<file path="src/rtl/bmn_pkg.sv">
package bmn_pkg;

   // Perfect-shuffle source index for output position idx over 2*half elements.
   function automatic int shuffle_src(input int idx, input int half);
      if ((idx % 2) == 0) return idx / 2;
      else return half + idx / 2;
   endfunction

   typedef enum logic {CMP_BEHAV = 1'b0, CMP_CHAIN = 1'b1} cmp_style_e;

endpackage

</file>
<file path="src/rtl/bmn_mag_cmp.sv">
module bmn_mag_cmp #(
   parameter int                  W     = 8,
   parameter bmn_pkg::cmp_style_e STYLE = bmn_pkg::CMP_CHAIN
) (
   input  logic [W-1:0] a,
   input  logic [W-1:0] b,
   output logic         a_gt_b
);
   initial begin
      if (W < 1) $error("bmn_mag_cmp: W must be at least 1");
   end

   generate
      if (STYLE == bmn_pkg::CMP_CHAIN) begin : g_chain
         // Scan from the most significant bit: greater once a differing bit favours a.
         logic [W:0] gt_c;
         logic [W:1] eq_c;
         assign gt_c[W] = 1'b0;
         for (genvar i = W - 1; i >= 0; i--) begin : g_bit
            if (i == W - 1) begin : g_top
               assign gt_c[i] = a[i] & ~b[i];
               if (i > 0) begin : g_eq
                  assign eq_c[i] = ~(a[i] ^ b[i]);
               end
            end else begin : g_low
               assign gt_c[i] = gt_c[i+1] | (eq_c[i+1] & a[i] & ~b[i]);
               if (i > 0) begin : g_eq
                  assign eq_c[i] = eq_c[i+1] & ~(a[i] ^ b[i]);
               end
            end
         end
         assign a_gt_b = gt_c[0];
      end else begin : g_behav
         assign a_gt_b = (a > b);
      end
   endgenerate

endmodule

</file>
<file path="src/rtl/bmn_cas.sv">
module bmn_cas #(
   parameter int                  W     = 8,
   parameter bmn_pkg::cmp_style_e STYLE = bmn_pkg::CMP_CHAIN
) (
   input  logic [W-1:0] a,
   input  logic [W-1:0] b,
   output logic [W-1:0] lo,
   output logic [W-1:0] hi
);
   logic swap;

   bmn_mag_cmp #(.W(W), .STYLE(STYLE)) u_cmp (
      .a      (a),
      .b      (b),
      .a_gt_b (swap)
   );

   assign lo = swap ? b : a;
   assign hi = swap ? a : b;

endmodule

</file>
<file path="src/rtl/bmn_stage.sv">
module bmn_stage #(
   parameter int                  W      = 8,
   parameter int                  N      = 8,
   parameter bmn_pkg::cmp_style_e STYLE  = bmn_pkg::CMP_CHAIN,
   parameter bit                  GATED  = 1'b1
) (
   input  logic           clk,
   input  logic           en,
   input  logic [N*W-1:0] d_in,
   output logic [N*W-1:0] d_out
);
   localparam int HALF = N / 2;

   initial begin
      if (N < 2 || (N % 2) != 0) $error("bmn_stage: N must be even and at least 2");
   end

   logic [N*W-1:0] shuf;
   logic [N*W-1:0] col;

   // Fixed interleave: even slots from the lower half, odd slots from the upper half.
   for (genvar i = 0; i < N; i++) begin : g_shuf
      localparam int SRC = bmn_pkg::shuffle_src(i, HALF);
      assign shuf[i*W +: W] = d_in[SRC*W +: W];
   end

   // Column of compare-exchange cells on adjacent pairs, minimum to the lower slot.
   for (genvar j = 0; j < HALF; j++) begin : g_col
      bmn_cas #(.W(W), .STYLE(STYLE)) u_cas (
         .a  (shuf[(2*j)*W +: W]),
         .b  (shuf[(2*j+1)*W +: W]),
         .lo (col[(2*j)*W +: W]),
         .hi (col[(2*j+1)*W +: W])
      );
   end

   generate
      if (GATED) begin : g_gated
         always_ff @(posedge clk) begin
            if (en) d_out <= col;
         end
      end else begin : g_free
         logic unused_en;
         assign unused_en = en;
         always_ff @(posedge clk) begin
            d_out <= col;
         end
      end
   endgenerate

endmodule

</file>
<file path="src/rtl/bitonic_merge_pipe.sv">
module bitonic_merge_pipe #(
   parameter int                  W         = 8,
   parameter int                  LOG2N     = 3,
   parameter bmn_pkg::cmp_style_e CMP_STYLE = bmn_pkg::CMP_CHAIN,
   parameter bit                  GATE_DATA = 1'b1,
   localparam int                 N         = 1 << LOG2N
) (
   input  logic           clk,
   input  logic           rst,
   input  logic           in_valid,
   input  logic [N*W-1:0] in_data,
   output logic           out_valid,
   output logic [N*W-1:0] out_data
);
   initial begin
      if (W < 1 || W > 64) $error("bitonic_merge_pipe: W out of range 1..64");
      if (LOG2N < 1 || LOG2N > 6) $error("bitonic_merge_pipe: LOG2N out of range 1..6");
   end

   logic [N*W-1:0] stg [LOG2N+1];
   logic [LOG2N-1:0] vld;

   assign stg[0] = in_data;

   for (genvar s = 0; s < LOG2N; s++) begin : g_stage
      logic en_s;
      if (s == 0) begin : g_first
         assign en_s = in_valid;
      end else begin : g_rest
         assign en_s = vld[s-1];
      end
      bmn_stage #(.W(W), .N(N), .STYLE(CMP_STYLE), .GATED(GATE_DATA)) u_stage (
         .clk   (clk),
         .en    (en_s),
         .d_in  (stg[s]),
         .d_out (stg[s+1])
      );
   end

   always_ff @(posedge clk) begin
      if (rst) begin
         vld <= '0;
      end else begin
         vld[0] <= in_valid;
         for (int s = 1; s < LOG2N; s++) vld[s] <= vld[s-1];
      end
   end

   assign out_valid = vld[LOG2N-1];
   assign out_data  = stg[LOG2N];

endmodule

</file>
<file path="config.mk">
export PLATFORM = sky130hd
export DESIGN_NAME = bitonic_merge_pipe
export DESIGN_NICKNAME = d
export VERILOG_FILES = /design/src/rtl/bmn_pkg.sv /design/src/rtl/bmn_mag_cmp.sv /design/src/rtl/bmn_cas.sv /design/src/rtl/bmn_stage.sv /design/src/rtl/bitonic_merge_pipe.sv
export SDC_FILE = /design/constraint.sdc
export NUM_CORES = 1
export LEC_CHECK = 0
export BUFFER_PORTS_ARGS = -buffer_cell sky130_fd_sc_hd__buf_2
export CAP_MARGIN = 20
export CELL_PAD_IN_SITES_DETAIL_PLACEMENT = 1
export CELL_PAD_IN_SITES_GLOBAL_PLACEMENT = 2
export CORE_MARGIN = 3
export CORE_UTILIZATION = 30
export CTS_CLUSTER_DIAMETER = 200
export DETAILED_ROUTE_END_ITERATION = 10
export HOLD_SLACK_MARGIN = 0.08
export PLACE_DENSITY_LB_ADDON = 0.1
export SLEW_MARGIN = 0
export SYNTH_ARGS = -nofsm -noshare
export SYNTH_HDL_FRONTEND = slang
export SYNTH_HIERARCHICAL = 1
export SYNTH_SLANG_ARGS = --single-unit
export TNS_END_PERCENT = 30
</file>
<file path="constraint.sdc">
create_clock -name clk -period 4.6 [get_ports clk]
set_input_delay 0.46 -clock clk [delete_from_list [all_inputs] [get_ports clk]]
set_output_delay 0.46 -clock clk [all_outputs]
set_load 0.01 [all_outputs]
</file>
=== Yosys cells after proc, flatten, opt, wreduce, memory -nomap -nowiden ===
Cells that the tools add are included.

* Register bits: 195
* Latch bits: 0
* RAM bits: 0
* Bits in read-only memories: 0
* Input bits: 67
* Memories: 0

* Add/subtract/negate cells: 0
* Multipliers: 0
* Div/mod/pow operators: 0
* $lt $le $gt $ge: 0
* Eq/ne operators: 0
* Shift operators: 0
* Mux-type cells: 24
* Bitwise logic cells: 600
* Reductions and logical operators: 0

{| class="wikitable"
|+ Operators by type and width
! cell !! count
|-
| bitwise AND 1 bit || 252
|-
| 2-to-1 mux 8 bit || 24
|-
| NOT 1 bit || 180
|-
| bitwise OR 1 bit || 84
|-
| bitwise XOR 1 bit || 84
|}

=== Depth between registers and ports, before layout ===
Gate-level depths: netlist (run 1).

* Depth after elaboration: 12
* Gate-level depth with buffers: 7
* Mapped depth without buffers: 5

=== Hierarchy ===
The synthesis (run 1) kept the hierarchy.

{| class="wikitable"
|+ Modules (own cells, without submodules)
! module !! instances !! cells each !! area an instance (um^2) !! seq. area each (um^2)
|-
| bmn_stage || 3 || 64 || 1,921.8 || 1,921.8
|-
| bmn_cas || 12 || 18 || 249.0 || 0.0
|-
| bmn_mag_cmp || 12 || 20 || 138.9 || 0.0
|-
| bitonic_merge_pipe || 1 || 6 || 78.8 || 60.1
|}

=== Worst setup path before layout (run 1) ===
OpenSTA, ideal clock, no wires.

* Kind: register to register
* From: register vld[0]
* To: register g_stage[1].u_stage.d_out[0] (enable)
* Data arrival time: 1.680 ns
* Data required time: 4.173 ns
* Slack: 2.493 ns
* Cell stages (with the launch flop): 1
* Clock period less this slack: 2.107 ns
* Path through: dfxtp_1

{| class="wikitable"
|+ RTL lines
! item !! line !! source
|-
| start: declaration || bitonic_merge_pipe.sv:21 || <nowiki>logic [LOG2N-1:0] vld;</nowiki>
|-
| start signal: assignment || bitonic_merge_pipe.sv:44 || <nowiki>vld[0] <= in_valid;</nowiki>
|-
| end signal: assignment || bmn_stage.sv:40 || <nowiki>if (en) d_out <= col;</nowiki>
|-
| end: declaration || bmn_stage.sv:10 || <nowiki>output logic [N*W-1:0] d_out</nowiki>
|}

No word-level cell between the ends.

=== Final worst setup path (run 1) ===
* From: register g_stage[0].u_stage.d_out[24]
* To: register g_stage[1].u_stage.d_out[55], data pin

* Word-level cells in the longest chain between the ends: 4

{| class="wikitable"
|+ Ends and longest elaborated chain
! item !! line !! source
|-
| start: declaration || bmn_stage.sv:10 ||
|-
| start signal: assignment || bmn_stage.sv:40 ||
|-
| bitwise AND 1 bit (2 in series) || bmn_mag_cmp.sv:26 || <nowiki>assign gt_c[i] = gt_c[i+1] | (eq_c[i+1] & a[i] & ~b[i]);</nowiki>
|-
| bitwise OR 1 bit || bmn_mag_cmp.sv:26 ||
|-
| net g_stage[1].u_stage.g_col[3].u_cas.swap || bmn_cas.sv:10 || <nowiki>logic swap;</nowiki>
|-
| 2-to-1 mux 8 bit || bmn_cas.sv:18 || <nowiki>assign lo = swap ? b : a;</nowiki>
|-
| net g_stage[1].u_stage.col[55] || bmn_stage.sv:19 || <nowiki>logic [N*W-1:0] col;</nowiki>
|}

The timed path passes the listed nets, and every way through them passes these cells.
A chain may end at the register's enable or synchronous reset.

==> results of run 1 <==
==> report_power, final <==
group / switching [µW] / internal, µW
logic: 464 / 664
clock network: 672 / 788
registers: 172 / 2210
==> cell type report <==
type | instances | area [µm²]
clock inverters | 12 | 122.6
multi-input cells | 363 | 4028
repair buffers | 146 | 768.2
clock buffers | 20 | 456.7
inverters | 72 | 270.3
flip-flops and latches | 195 | 5828
fillers | 3585 | 22000
well taps | 448 | 560.5
==> critical path, stage by stage, from the launching register on <==
cell and delay (ns):
edfxtp_1 0.53, or3b_1 0.39, o2111ai_1 0.08, a222oi_1 0.10
o21ai_1 0.16, buf_4 0.28, mux2_2 0.43
==> Yosys cell counts, types with 15 or more instances <==
cell | count | share of area, %
o2111ai_1 | 24 | 2.0
nor2b_1 | 15 | 0.89
edfxtp_1 | 192 | 55
mux2_4 | 120 | 17
xnor2_1 | 24 | 2.0
mux2_2 | 72 | 7.7
inv_1 | 72 | 2.6
==> kinds of logic (layout without fill, tap and decap cells) <==
logic type      after synthesis  after routing  synth area share (%)
compound gates               72             72                 5.291
xor+xnor                     24             24                 2.002
fa+ha+maj                    24             24                 2.717
buf+inv                      96            250                 6.149
flops                       195            195                 55.49
mux                         192            192                 24.88
simple gates                 51             51                 3.468
==> layer usage <==
layer / global-route usage, % / wire (µm) / vias up
met1: 18.36 / 11740 / 2860
met5: 0 / 0 / -
met2: 20.23 / 10720 / 94
met3: 2.549 / 763 / 12
li1: - / - / 2778
met4: 2.949 / 198 / 0
==> layout by cell type (no fill, tap or decap), drive strengths merged <==
master and count:
edfxtp 192, mux2 192, buf 146, inv 76, o2111ai 24, xnor2 24
clkbuf 20, nor2b 15, nand2b 12, nand3b 12, or3b 12, a2bb2oi 12
a222oi 12, maj3 12, a21oi 12, o21ai 12, ha 12, clkinvlp 4
clkinv 3, dfxtp 3, bufinv 1
==> state kept, by name, summed over array words and instances, names as in the netlist <==
| register | flops |
|---|---|
| g_stage.u_stage/d_out | 192 |
| vld | 3 |
==> final timing paths <==
check                                                             from                                endpoint
worst max-delay path            g_stage[0].u_stage/d_out[24]$_DFFE_PP_  g_stage[1].u_stage/d_out[55]$_DFFE_PP_
worst min-delay path                                               rst                       vld[1]$_SDFF_PP0_
worst max register to register  g_stage[0].u_stage/d_out[24]$_DFFE_PP_  g_stage[1].u_stage/d_out[55]$_DFFE_PP_
worst min register to register  g_stage[1].u_stage/d_out[47]$_DFFE_PP_  g_stage[2].u_stage/d_out[31]$_DFFE_PP_
==> metrics by stage <==
stage          utilization [%]  hold WS, ns
6_report                 35.36       0.2328
5_1_grt                  35.36       0.2067
4_1_cts                  35.36       0.2030
3_5_place_dp             33.66       0.6097
3_3_place_gp             33.66       0.6028
2_1_floorplan                -       0.5316
==> results.cfg, run 1 <==
[detailed_routing]
drc = 0
viasPerCell = 4.573
wire_per_inst_um = 18.65
totalWireLength_um = 23420
firstDrtPassIters = 5
ant_nets = 0
dr_total_vias = 5744
drt_iter0_markers = 234

[yosys]
synthArstFlopShare_pct = 0
synth.distinct_cells = 19
seq_area_frac_synth_pct = 55.49
synth_cells = 654
synth_edf_count = 192
yosysWarnings = 6
ys_ff_latch = 195
syn-cell-area_mm2 = 0.01050
synth_ff_type = edfxtp_1
synth_fp_nets = 733
avgSynthCellArea_um2 = 16.05

[run]
max_cap_violations = 0

[placement]
dpl_cell_area_mm2 = 0.01145
pre_cts_slack_ns = 2.028
dpl.hpwl_um = 18640
numPortBuffers = 131
dpl.cell_count = 1224
gp_congestion = 0.7828

[worst_hold_path]
holdCritPathClass = in2reg
holdPathStages = 2

[clock_network]
clock_path_buffers = 2
clkSlewWorstSetupHoldPaths_ns = 0.07
tritoncts = built
clock_latency_ns = 0.43
cts_hold_buffers = 0
cts_buffers = 17
cts_setup_buffers = 0
htree_levels = 4
clock_sinks = 195
cts-resized-gates = 0
cts_root_buf = clkbuf_16

[cells_and_area]
syn_to_final_growth_pct = 14.62
n_antenna_cell = 0
final_area_mm2 = 0.01203
finalNonFillerCells = 1256
final_layout_size_suffix_gt1_share_pct = 47.40
finalNetCount = 874

[pwr]
p_total_uw = 4967
p_leak_uw = 0.004757
power_density_mw_per_mm2 = 412.7
ir_drop_v = 0.0002602

[grt]
grt_pass1_wl_um = 36140
grt_max_degree = 66
grt_pass1_vias = 6067
grt.overflow.total = 0
grt_usage_pct = 12.85
antenna_found_initial = 0

[timing]
fin_skew_ns = 0.008685
max_freq_ghz = 0.4484
setup_viol = 0
slew_headroom_pct = 46.18
layout_setup_ws_ns = 2.370
layout_min_cycle_time_ns = 2.230
fin_crit_sh_pct = 48.48
tns_ns = 0
rsz0062_at_grt = false
hold_violations = 0
worst_slew_pin_slew_ns = 0.8073
finalMaxSlewViolations = 0

[floorplan]
start_util_pct = 30.85
die_x_um = 193.1
rows = 67
die-area_mm2 = 0.03728
ioPinCount = 132
die_height_um = 193.1
coreArea_mm2 = 0.03404

[setup_path]
required_ns = 4.76
worst_setup_path_end_kind = flip-flop
rrSetupSlack_ns = 2.37
worstSetupStartpointType = flip-flop
crit_fanout = 16
worstRegToRegCells = 6
worstPathArrival_ns = 2.39
worstSetupPathType = reg2reg

[status]
outcome = completed
Power figures use the tool's default switching activity.
==> inputs of run 2 (changes only) <==
Settings changed: ABC_AREA set to 1.
Clock period 4.6 ns to 1.8 ns, I/O delays scaled along.
==> run 2 against run 1 <==
Synthesized cell count grew 100%. Synthesized area is 7.9% higher. Routed wire length is 25% higher. Clock skew rose by 0.0086 ns. Sequential power grew to 2.6 times the previous value. Final cell count up 64%. First-iteration DRC count is 65% higher.
==> results.cfg, run 2 <==
[status]
outcome = completed

[detailed_routing]
dr_total_vias = 8657
firstDrtPassIters = 4
drc = 0
totalWireLength_um = 29380
wire_per_inst_um = 14.26
drt_iter0_markers = 385
ant_nets = 0
viasPerCell = 4.200

[cells_and_area]
layout_common_cells = 520 x nand2_1, 253 x nand2_2, 192 x edfxtp_1
layout_commonest_cell = nand2_1
largest_register = g_stage.u_stage/d_out
top_regs = g_stage.u_stage/d_out: 192 flops, vld: 3 flops
fillers = 4390
largest_reg_flops = 192
syn_to_final_growth_pct = 24.15
area.sequential_mm2 = 0.005828
n_antenna_cell = 0
multi_input_area_mm2 = 0.004342
finalNetCount = 1623
final_area_mm2 = 0.01406
final_layout_size_suffix_gt1_share_pct = 33.53
finalNonFillerCells = 2061

[grt]
grt.overflow.total = 0
grt_usage_pct = 14.79
antenna_found_initial = 0
grt_pass1_wl_um = 47380
grt_pass1_vias = 8691
grt_max_degree = 66

[timing]
slew_headroom_pct = 76.78
finalMaxSlewViolations = 0
max_freq_ghz = 0.5653
worst_slew_pin_slew_ns = 0.3483
rsz0062_at_grt = true
layout_min_cycle_time_ns = 1.769
hold_violations = 0
setup_viol = 0
fin_crit_sh_pct = 98.28
fin_skew_ns = 0.01729

[clock_network]
tritoncts = built
cts_buffers = 17
clock_sinks = 195
htree_levels = 4
cts_root_buf = clkbuf_16
clkSlewWorstSetupHoldPaths_ns = 0.09
clock_path_buffers = 2
clock_latency_ns = 0.44

[setup_path]
rrSetupSlack_ns = 0.03
critPathMaxStageDelay_ns = 0.50
worstSetupPathType = reg2reg
cp_num_buf_inv = 2
required_ns = 1.99
worstPathArrival_ns = 1.96
worstSetupStartpointType = flip-flop
crit_family = flip-flops
cp_cell_sequence = ha_4, a21oi_2, nand2_4, buf_12, clkbuf_16, nand2_1, nand2_2
cpMaxStageDelayCell = edfxtp_1
worst_setup_path_end_kind = flip-flop
crit_fanout = 6

[yosys]
synth.distinct_cells = 15
synth_cells = 1305
seq_area_frac_synth_pct = 51.42
synth_fp_nets = 1384
syn-cell-area_mm2 = 0.01133
synth_commonest_cells = 540 x nand2_1, 240 x nand2_2, 192 x edfxtp_1
ys_top_cells_by_area = edfxtp_1 51%, nand2_1 18%, nand2_2 13%
synth_edf_count = 192
synthArstFlopShare_pct = 0
yosys.area.top_type = edfxtp_1
yosysWarnings = 6
avgSynthCellArea_um2 = 8.681
synth_ff_type = edfxtp_1
ys_ff_latch = 195
synth.top_cell.area_share_pct = 50.89
synth.most_common_cell = nand2_1

[pwr]
swShare_pct = 34.68
clock_power_share_pct = 27.2
p_leak_uw = 0.006750
seq_power_share_pct = 43.3
power_density_mw_per_mm2 = 1035
p_total_uw = 14550
p_int_uw = 9507
combPwrFrac_pct = 29.5
ir_drop_v = 0.0005274
p_sw_uw = 5048

[floorplan]
die_x_um = 200.3
rows = 70
die_height_um = 200.3
ioPinCount = 132
die-area_mm2 = 0.04013
start_util_pct = 30.72
coreArea_mm2 = 0.03687

[placement]
gp_congestion = 0.7653
dpl.cell_count = 1961
numPortBuffers = 131
dpl.hpwl_um = 23130
dpl_cell_area_mm2 = 0.01257

[run]
max_cap_violations = 0

[worst_hold_path]
holdCritPathClass = in2reg
[run 2: cell types whose count changed in the layout (fill, tap and decap cells not counted), sizes merged, moves of 36 or more]
cell,previous run,this run
o21ai,12,48
mux2,192,0
nand2,0,780
dlygate4sd3,0,57
buf,146,197
inv,76,190
[run 2: final cells by class]
class,instances,share of cell area [%]
timing repair inverter,1,0.08006
inverter,183,5.560
timing repair buffer,255,13.18
multi-input combinational,891,30.87
tap,504,4.484
clock buffer,17,3.025
sequential,195,41.44
clock inverter,15,1.361
[run 2: path summary, 6_finish.rpt]
| path | start | end | cells after the start |
|---|---|---|---|
| max reg2reg | g_stage[1].u_stage/d_out[7]$_DFFE_PP_ | g_stage[2].u_stage/d_out[10]$_DFFE_PP_ | 7 |
| min reg2reg | g_stage[1].u_stage/d_out[39]$_DFFE_PP_ | g_stage[2].u_stage/d_out[15]$_DFFE_PP_ | 2 |
| min | in_data[15] | g_stage[0].u_stage/d_out[23]$_DFFE_PP_ | 3 |
| max | g_stage[1].u_stage/d_out[7]$_DFFE_PP_ | g_stage[2].u_stage/d_out[10]$_DFFE_PP_ | 7 |
[run 2: power groups by stage]
stage                     clock network, µW  logic (µW)  registers, µW
after floorplan                           0        3140           6310
after global placement                    0        3900           6410
after detailed placement                  0        3970           6420
after CTS                              4120        4120           6310
after global routing                   4290        4930           6380
final                                  3960        4300           6300
[run 2: cell families (layout without fill, tap and decap cells)]
| kind of cell | count (synthesis) | in the layout | synth area share (%) |
|---|---|---|---|
| AND/OR/NAND/NOR | 819 | 819 | 33.23 |
| adder cells (fa/ha/maj) | 12 | 12 | 1.325 |
| AO/OA/AOI/OAI | 60 | 60 | 2.651 |
| buffers and inverters | 219 | 471 | 11.37 |
| flip-flops | 195 | 195 | 51.42 |
[run 2: worst min-delay path: stages]
cell,delay [ns]
buf_2,0.11
nand2_1,0.06
nand2_1,0.07
[run 2: per-layer routing]
layer | vias to the layer above | wire length (µm) | GRT usage, %
met5 | - | 0 | 0
met4 | 0 | 254 | 3.162
li1 | 4483 | - | -
met2 | 122 | 13400 | 23.34
met3 | 14 | 1061 | 2.357
met1 | 4038 | 14660 | 21.53
[run 2: through the flow]
step	worst slack [ns]	setup TNS [ns]	hold WS, ns	utilization, %
finish	0.03089	0	0.09001	38.14
global route	-0.06581	-0.4200	0.09335	38.14
CTS	0.003191	0	0.08058	37.42
detailed placement	-0.1566	-1.719	0.3944	34.10
global placement	-0.1713	-2.051	0.3928	34.10
floorplan	-0.3128	-20.18	0.2438	-
[run 2: repair_timing]
item | 4_1_cts | 5_1_grt
gates resized for setup | 9 | 40
gates cloned | 0 | 2
endpoints found under the setup margin | 49 | 155
setup buffers | 1 | 8
pin swaps | 0 | 9
hold buffers | 57 | 0
endpoints found under the hold margin | 51 | 0
==> inputs of run 3 (changes only) <==
Clock period 1.8 ns to 1.88 ns, I/O delays scaled along.
==> run 3 against run 2 <==
Global-route usage rose by 0.28 points. Via count down 2.0%. Critical path type unchanged. Critical endpoint is now g_stage[1].u_stage/d_out[55]$_DFFE_PP_. Power shrank 6.7%. Combinational power fell by 12%.
==> results.cfg, run 3 (synthesis results as in run 2) <==
[grt]
grt_usage_pct = 15.07
grt_pass1_wl_um = 47620
grt_pass1_vias = 8612
grt.overflow.total = 0
antenna_found_initial = 0
grt_max_degree = 66

[cells_and_area]
layout_commonest_cell = nand2_1
final_layout_size_suffix_gt1_share_pct = 31.36
top_regs = g_stage.u_stage/d_out: 192 flops, vld: 3 flops
syn_to_final_growth_pct = 19.89
n_antenna_cell = 0
finalNetCount = 1584
largest_register = g_stage.u_stage/d_out
layout_common_cells = 531 x nand2_1, 247 x nand2_2, 192 x edfxtp_1
largest_reg_flops = 192

[placement]
pre_cts_slack_ns = -0.1684
numPortBuffers = 131
gp_congestion = 0.7753
dpl.hpwl_um = 23490

[timing]
rsz0062_at_grt = false
setup_viol = 0
worst_slew_pin_slew_ns = 0.4474
max_freq_ghz = 0.5571
hold_violations = 0
fin_crit_sh_pct = 95.48
finalMaxSlewViolations = 0
layout_min_cycle_time_ns = 1.795
slew_headroom_pct = 70.18
fin_skew_ns = 0.01430
layout_setup_ws_ns = 0.08496
tns_ns = 0

[setup_path]
required_ns = 2.06
worstSetupStartpointType = flip-flop
worstPathArrival_ns = 1.97
crit_fanout = 16
worstSetupPathType = reg2reg
worst_setup_path_end_kind = flip-flop

[detailed_routing]
totalWireLength_um = 29630
viasPerCell = 4.197
wire_per_inst_um = 14.65
dr_total_vias = 8487
firstDrtPassIters = 4
ant_nets = 0
drt_iter0_markers = 361
drc = 0

[pwr]
p_total_uw = 13580
power_density_mw_per_mm2 = 1000
p_leak_uw = 0.006510
ir_drop_v = 0.0004758

[clock_network]
clkSlewWorstSetupHoldPaths_ns = 0.08
clock_latency_ns = 0.44
clock_sinks = 195
htree_levels = 4
cts_buffers = 17
tritoncts = built
clock_path_buffers = 2
cts_root_buf = clkbuf_16

[floorplan]
start_util_pct = 30.72
die-area_mm2 = 0.04013
die_x_um = 200.3
die_height_um = 200.3
rows = 70
ioPinCount = 132
coreArea_mm2 = 0.03687

[run]
max_cap_violations = 0

[worst_hold_path]
holdCritPathClass = in2reg

[status]
outcome = completed
-- run 3: changes by cell type in the layout (fill, tap and decap cells not counted), sizes merged --
cell,delta
buf,-30
dlygate4sd3,-7
clkinv,-6
clkbuf,+3
clkinvlp,+2
inv,-1
-- run 3: per-layer routing --
layer	GRT usage [%]	share of wire (%)	vias up
met2	23.81	45	105
met4	3.864	1.2	0
met1	21.90	51	3951
li1	-	-	4414
met3	1.999	2.4	17
met5	0	0	-
-- run 3: critical path, cell delays in order (launching register included) --
cell and delay [ns]:
edfxtp_1 0.51, ha_4 0.33, nand2_1 0.06, nor3_2 0.17, nand2_1 0.11, nand2_4 0.12, inv_8 0.08, nand2_1 0.08
nand2_2 0.08
-- run 3: where the power goes --
part           total, µW  internal, µW  switching [µW]  leakage (µW)
clock               3720          1970            1750      0.000280
combinational       3790          1390            2400       0.00440
sequential          6080          5570             512       0.00183
-- run 3: final cells by class --
type	count	area, µm²
sequential	195	5828
tap	504	630.6
timing repair buffer	217	1474
clock inverter	11	116.4
clock buffer	21	470.5
multi-input combinational	891	4285
fill	4370	23290
inverter	183	777.0
-- run 3: path summary, 6_finish.rpt --
check                                         startpoint  cells past startpoint                                      to  slack (ns)
setup / recovery  g_stage[0].u_stage/d_out[31]$_DFFE_PP_                      8  g_stage[1].u_stage/d_out[55]$_DFFE_PP_        0.08
hold / removal                               in_data[22]                      3  g_stage[0].u_stage/d_out[38]$_DFFE_PP_         0.1
setup reg to reg  g_stage[0].u_stage/d_out[31]$_DFFE_PP_                      8  g_stage[1].u_stage/d_out[55]$_DFFE_PP_        0.08
hold reg to reg   g_stage[0].u_stage/d_out[47]$_DFFE_PP_                      2  g_stage[1].u_stage/d_out[31]$_DFFE_PP_        0.58
-- run 3: per-stage QoR --
step / instances / hold slack (ns) / util [%] / cell area, µm²
after detailed placement: 1934 / 0.4022 / 33.51 / 12360
final: 2022 / 0.09623 / 36.83 / 13580
after global placement: 1934 / 0.4016 / 33.51 / 12360
after global routing: 2022 / 0.09442 / 36.83 / 13580
after CTS: 2020 / 0.08100 / 36.58 / 13490
after floorplan: 1305 / 0.2518 / - / 11330
-- run 3: what timing repair did --
action	CTS	global route
buffers inserted	4	2
pin swaps	0	3
hold buffers	50	0
endpoints found under the hold margin	51	0
endpoints found under the setup margin	38	70
resized for setup	4	16
